==> config.mk <==
export PLATFORM = sky130hd
export DESIGN_NAME = rom2d_top
export DESIGN_NICKNAME = d
export VERILOG_FILES = /design/src/rtl/rom2d_pkg.sv /design/src/rtl/rom2d_row_decoder.sv /design/src/rtl/rom2d_cell_array.sv /design/src/rtl/rom2d_col_mux.sv /design/src/rtl/rom2d_top.sv
export SDC_FILE = /design/constraint.sdc
export NUM_CORES = 1
export LEC_CHECK = 0
export CAP_MARGIN = 20
export CELL_PAD_IN_SITES_DETAIL_PLACEMENT = 1
export CELL_PAD_IN_SITES_GLOBAL_PLACEMENT = 2
export CORE_MARGIN = 3
export CORE_UTILIZATION = 26
export DETAILED_ROUTE_END_ITERATION = 10
export PLACE_DENSITY_LB_ADDON = 0.08
export SLEW_MARGIN = 20
export SYNTH_ARGS = -nofsm -noshare
export SYNTH_HDL_FRONTEND = slang
export SYNTH_HIERARCHICAL = 1
export SYNTH_SLANG_ARGS = --single-unit
==> constraint.sdc <==
create_clock -name clk -period 2.68 [get_ports clk]
set_clock_uncertainty 0.15 [all_clocks]
set_input_delay 0.67 -clock clk [delete_from_list [all_inputs] [get_ports clk]]
set_output_delay 0.67 -clock clk [all_outputs]
set_load 0.005 [all_outputs]
==> src/rtl/rom2d_pkg.sv <==
// Package rom2d_pkg
// Shared geometry helpers for the two-dimensional decoded ROM.
// Assumes the depth is a power of two split into row and column fields.
package rom2d_pkg;

    // Number of entries addressed by a field of the given width.
    function automatic int unsigned field_span(input int unsigned bits);
        return 32'd1 << bits;
    endfunction

endpackage

==> src/rtl/rom2d_row_decoder.sv <==
// Module rom2d_row_decoder
// Turns the upper address field into one-hot row (word) lines.
// Assumes ROWS equals 2**ROW_BITS; exactly one output is high at any time.
module rom2d_row_decoder #(
    parameter int unsigned ROW_BITS = 3,
    parameter int unsigned ROWS     = 8
) (
    input  logic [ROW_BITS-1:0] row_idx,
    output logic [ROWS-1:0]     row_sel
);

    // One comparator per row line.
    for (genvar r = 0; r < ROWS; r++) begin : g_row
        assign row_sel[r] = (row_idx == r[ROW_BITS-1:0]);
    end

endmodule

==> src/rtl/rom2d_cell_array.sv <==
// Module rom2d_cell_array
// Cell matrix of ROWS x COLS. A cell that stores a 1 pulls its column line
// low when its row is selected; unselected rows leave the lines high.
// Assumes row_sel is one-hot and CONTENTS bit index equals word address.
module rom2d_cell_array #(
    parameter int unsigned ROWS     = 8,
    parameter int unsigned COLS     = 16,
    parameter logic [ROWS*COLS-1:0] CONTENTS = '0
) (
    input  logic [ROWS-1:0] row_sel,
    output logic [COLS-1:0] bit_lines_n
);

    logic [ROWS-1:0] pull [COLS];

    for (genvar c = 0; c < COLS; c++) begin : g_col
        for (genvar r = 0; r < ROWS; r++) begin : g_cell
            // A present transistor conducts only when its row line is high.
            if (CONTENTS[r*COLS + c]) begin : g_present
                assign pull[c][r] = row_sel[r];
            end else begin : g_absent
                assign pull[c][r] = 1'b0;
            end
        end
        // Wired pull-down: the line is low if any cell on it conducts.
        assign bit_lines_n[c] = ~(|pull[c]);
    end

endmodule

==> src/rtl/rom2d_col_mux.sv <==
// Module rom2d_col_mux
// Selects one of COLS true-polarity bit lines by the lower address field.
// Assumes COLS equals 2**COL_BITS.
module rom2d_col_mux #(
    parameter int unsigned COL_BITS = 4,
    parameter int unsigned COLS     = 16
) (
    input  logic [COLS-1:0]     bit_lines,
    input  logic [COL_BITS-1:0] col_idx,
    output logic                bit_out
);

    // Plain indexed selection of the addressed column.
    always_comb begin
        bit_out = bit_lines[col_idx];
    end

endmodule

==> src/rtl/rom2d_top.sv <==
// Module rom2d_top
// 128x1 read-only memory with two-dimensional decoding: a row decoder on the
// upper address bits, a parallel read of the row, and a column multiplexer on
// the lower bits. REGISTERED=1 adds an output flop with synchronous
// active-low reset; REGISTERED=0 leaves the read path purely combinational.
// Assumes ADDR_W = ROW_BITS + COL_BITS.
module rom2d_top #(
    parameter int unsigned ROW_BITS   = 3,
    parameter int unsigned COL_BITS   = 4,
    parameter bit          REGISTERED = 1'b1,
    parameter logic [(1<<(ROW_BITS+COL_BITS))-1:0] CONTENTS =
        128'hA5C3_0F96_1E2D_B478_6699_F00F_3C5A_81E7
) (
    input  logic                         clk,
    input  logic                         rst_n,
    input  logic [ROW_BITS+COL_BITS-1:0] addr,
    output logic                         data_out
);

    import rom2d_pkg::*;

    localparam int unsigned ADDR_W = ROW_BITS + COL_BITS;
    localparam int unsigned ROWS   = field_span(ROW_BITS);
    localparam int unsigned COLS   = field_span(COL_BITS);

    logic [ROWS-1:0] row_sel;
    logic [COLS-1:0] bit_lines_n;
    logic [COLS-1:0] bit_lines;
    logic            read_bit;

    rom2d_row_decoder #(.ROW_BITS(ROW_BITS), .ROWS(ROWS)) u_rowdec (
        .row_idx (addr[ADDR_W-1:COL_BITS]),
        .row_sel (row_sel)
    );

    rom2d_cell_array #(.ROWS(ROWS), .COLS(COLS), .CONTENTS(CONTENTS)) u_array (
        .row_sel     (row_sel),
        .bit_lines_n (bit_lines_n)
    );

    // Sense inverters restore true polarity on every bit line.
    for (genvar c = 0; c < COLS; c++) begin : g_sense
        assign bit_lines[c] = ~bit_lines_n[c];
    end

    rom2d_col_mux #(.COL_BITS(COL_BITS), .COLS(COLS)) u_colmux (
        .bit_lines (bit_lines),
        .col_idx   (addr[COL_BITS-1:0]),
        .bit_out   (read_bit)
    );

    if (REGISTERED) begin : g_reg_out
        logic data_q;
        // Output flop: capture the read bit, clear on reset.
        always_ff @(posedge clk) begin
            if (!rst_n) data_q <= 1'b0;
            else        data_q <= read_bit;
        end
        assign data_out = data_q;
    end else begin : g_comb_out
        assign data_out = read_bit;
    end

endmodule

==> impl_metrics.tcl <==
set metrics [dict create \
    io-pin-count 10 \
    largest_reg_flops 1 \
    yosysUniqueCellTypes 15 \
    stdcell_area_um2 618.1 \
    multiInputGateArea_um2 361.6 \
    finalNetCount 79 \
    synth_top_family_by_area "simple AND/OR/NAND/NOR gates" \
    cpMostUsedCell "mux2i_1" \
    syn-instance-count 52 \
    n_antenna_cell 0 \
    synthMuxAreaShare_pct 33.13 \
    syn_nets 61 \
    criticalPathCategory "primary input to flop" \
    io_buffers 9 \
    peakVddDrop_uv 67.63 \
    combinationalPowerShare_pct 85.4 \
    grt_pass1_vias 387 \
    synth_seq_cells 1 \
    synth.most_common_cell "inv_1" \
    period_minus_slack_ns 2.637 \
    p_leak_nw 0.3238 \
    hpwl_um 793.5 \
    async_flop_share_pct 0 \
    start_util_pct 29.50 \
    routed_via_density 4.916 \
    grt_pass1_wl_um 1614 \
    antenna_found_initial 0 \
    final-hold-violation-count 0 \
    grtUsageTotal_pct 10.06 \
    die_area_mm2 0.002080 \
    dr.first_iter.drc_count 0 \
    ys_seq_area_share_pct 4.908 \
    post_synth_instance_area_um2 407.9 \
    swShare_pct 34.61 \
    seqPwrFrac_pct 14.6 \
    internal_power_mw 0.07801 \
    worstHoldPathType "primary input to flop" \
    p_sw_mw 0.04128 \
    synthAdderAreaFrac_pct 0 \
    seq_area_um2 20.02 \
    finalCritPeriodShare_pct 98.40 \
    wire_per_inst_um 12.16 \
    end_kind "flop" \
    route.detailed.drc 0 \
    cap_violations 0 \
    synth_ff_type "dfxtp_1" \
    ys_top_cells_by_count "inv_1, nor3_1, mux4_1" \
    crit_path_top_delay_cell "mux4_2" \
    n_fill_cell 174 \
    slew_headroom_pct 63.68 \
    cp_max_fo 8 \
    synth_compound_area_share_pct 0 \
    die_w_um 45.61 \
    place.gp.congestion 0.7230 \
    ant_nets 0 \
    placementRows 13 \
    cpPeakStageDelay_ns 0.46 \
    crit_end "data_out" \
    status "complete, no violations" \
    powerDensity_mw_per_mm2 193.0 \
    synth_top_area_share_pct 25.77 \
    ys_warn_count 6 \
    firstDrtPassIters 1 \
    gr-total-overflow 0 \
    syn2layout_area_growth_pct 51.53 \
    max_freq_mhz 379.2 \
    drive_gt1_share_pct 42.65 \
    synthSimpleGateAreaFrac_pct 46.32 \
    finalWirelength_um 1009 \
    critPathArrivalTime_ns 2.37 \
    pwr-share-clk_pct 0 \
    yosys.area_share.xor_xnor_pct 0 \
    grt_max_degree 9 \
    die_y_um 45.61 \
    design_power_total_mw 0.1193 \
    crit_path_start_kind "primary input" \
    clk_pin_slew_worst_paths_ns 0 \
    core-area_mm2 0.001383 \
    placed_area_um2 565.5 \
    synth_edf_count 0 \
    avgSynthCellArea_um2 7.844 \
    vias 408 \
    synthTopCellsByArea "mux4_1, inv_1, nor3_1, and3b_2, mux2i_1" \
    cp.required_ns 2.41 \
    synth_top_cell_by_area "mux4_1" \
    drv_slew 0 \
    tightestPinTransition_ns 0.5436 \
    setup_violations 0 \
    path_cells "buf_8 > and3b_2 > nor4_4 > nor3b_2 > inv_1 > mux4_2 > mux2i_1 > mux2i_1 > and2_1" \
    grt_setup_unrepaired "true" \
    critPathLaunch "addr[5]" \
]
metrics by stage:
stage	setup TNS [ns]	hold WS (ns)	setup slack, ns	util, %	instances
6_report	0	1.118	0.04283	44.71	83
5_1_grt	-0.1170	1.158	-0.1170	44.71	83
4_1_cts	0	1.106	0.008617	42.99	83
3_5_place_dp	-0.5095	1.117	-0.5095	40.91	82
3_3_place_gp	-0.4982	1.109	-0.4982	40.91	82
2_1_floorplan	0	0.6473	0.1632	-	52
power groups by stage:
stage,clock network [mW],registers [mW],logic (mW)
CTS,0,0.0175,0.0991
floorplan,0,0.0178,0.0547
global placement,0,0.0175,0.0906
detailed placement,0,0.0175,0.0906
finish,0,0.0175,0.102
global route,0,0.0175,0.114
timing repair:
item,CTS,global route
hold buffers,0,0
gates cloned,0,0
pin swaps,5,4
resized for setup,27,4
setup buffers,1,0
setup endpoints to repair,1,1
area by class of cell:
type                    instances  share of cell area [%]
multi-input cells              34                   58.50
repair buffers                 17                   25.51
inverters                      16                   9.717
flip-flops and latches          1                   3.239
well taps                      15                   3.036
layout by cell type (no fill, tap or decap), drive strengths merged:
master / Yosys / routed
inv: 16 / 16
nor2: 3 / 3
nor3: 9 / 9
nor4: 4 / 4
mux2i: 3 / 3
clkdlybuf4s50: 0 / 6
mux4: 4 / 4
and2: 1 / 1
and3b: 3 / 3
or3: 2 / 2
dfxtp: 1 / 1
nor3b: 4 / 4
buf: 0 / 11
and3: 1 / 1
worst max-delay path, delay by kind of cell:
| family | cells | cell delay [ns] |
|---|---|---|
| mux | 3 | 0.68 |
| buf+inv | 2 | 0.16 |
| simple gates | 4 | 0.87 |
per-layer routing:
layer,vias to the layer above,global-route usage (%),routed length [um]
met4,0,0,0
met3,0,0,41
li1,214,-,-
met1,186,12.50,457
met2,8,20.06,510
met5,-,0,0
kinds of logic (layout without fill, tap and decap cells):
kind of cell | after synthesis | in the layout
AND/OR/NAND/NOR | 27 | 27
buffers and inverters | 17 | 33
multiplexers | 7 | 7
flip-flops | 1 | 1
worst min path at each step:
stage | from | depth (start not counted) | to | slack [ns]
detailed placement | rst_n | 2 | data_out | 1.12
global route | rst_n | 2 | data_out | 1.16
CTS | rst_n | 2 | data_out | 1.11
floorplan | rst_n | 1 | data_out | 0.65
finish | rst_n | 2 | data_out | 1.12
global placement | rst_n | 2 | data_out | 1.11
No activity file was read; power rests on OpenSTA's default activity.
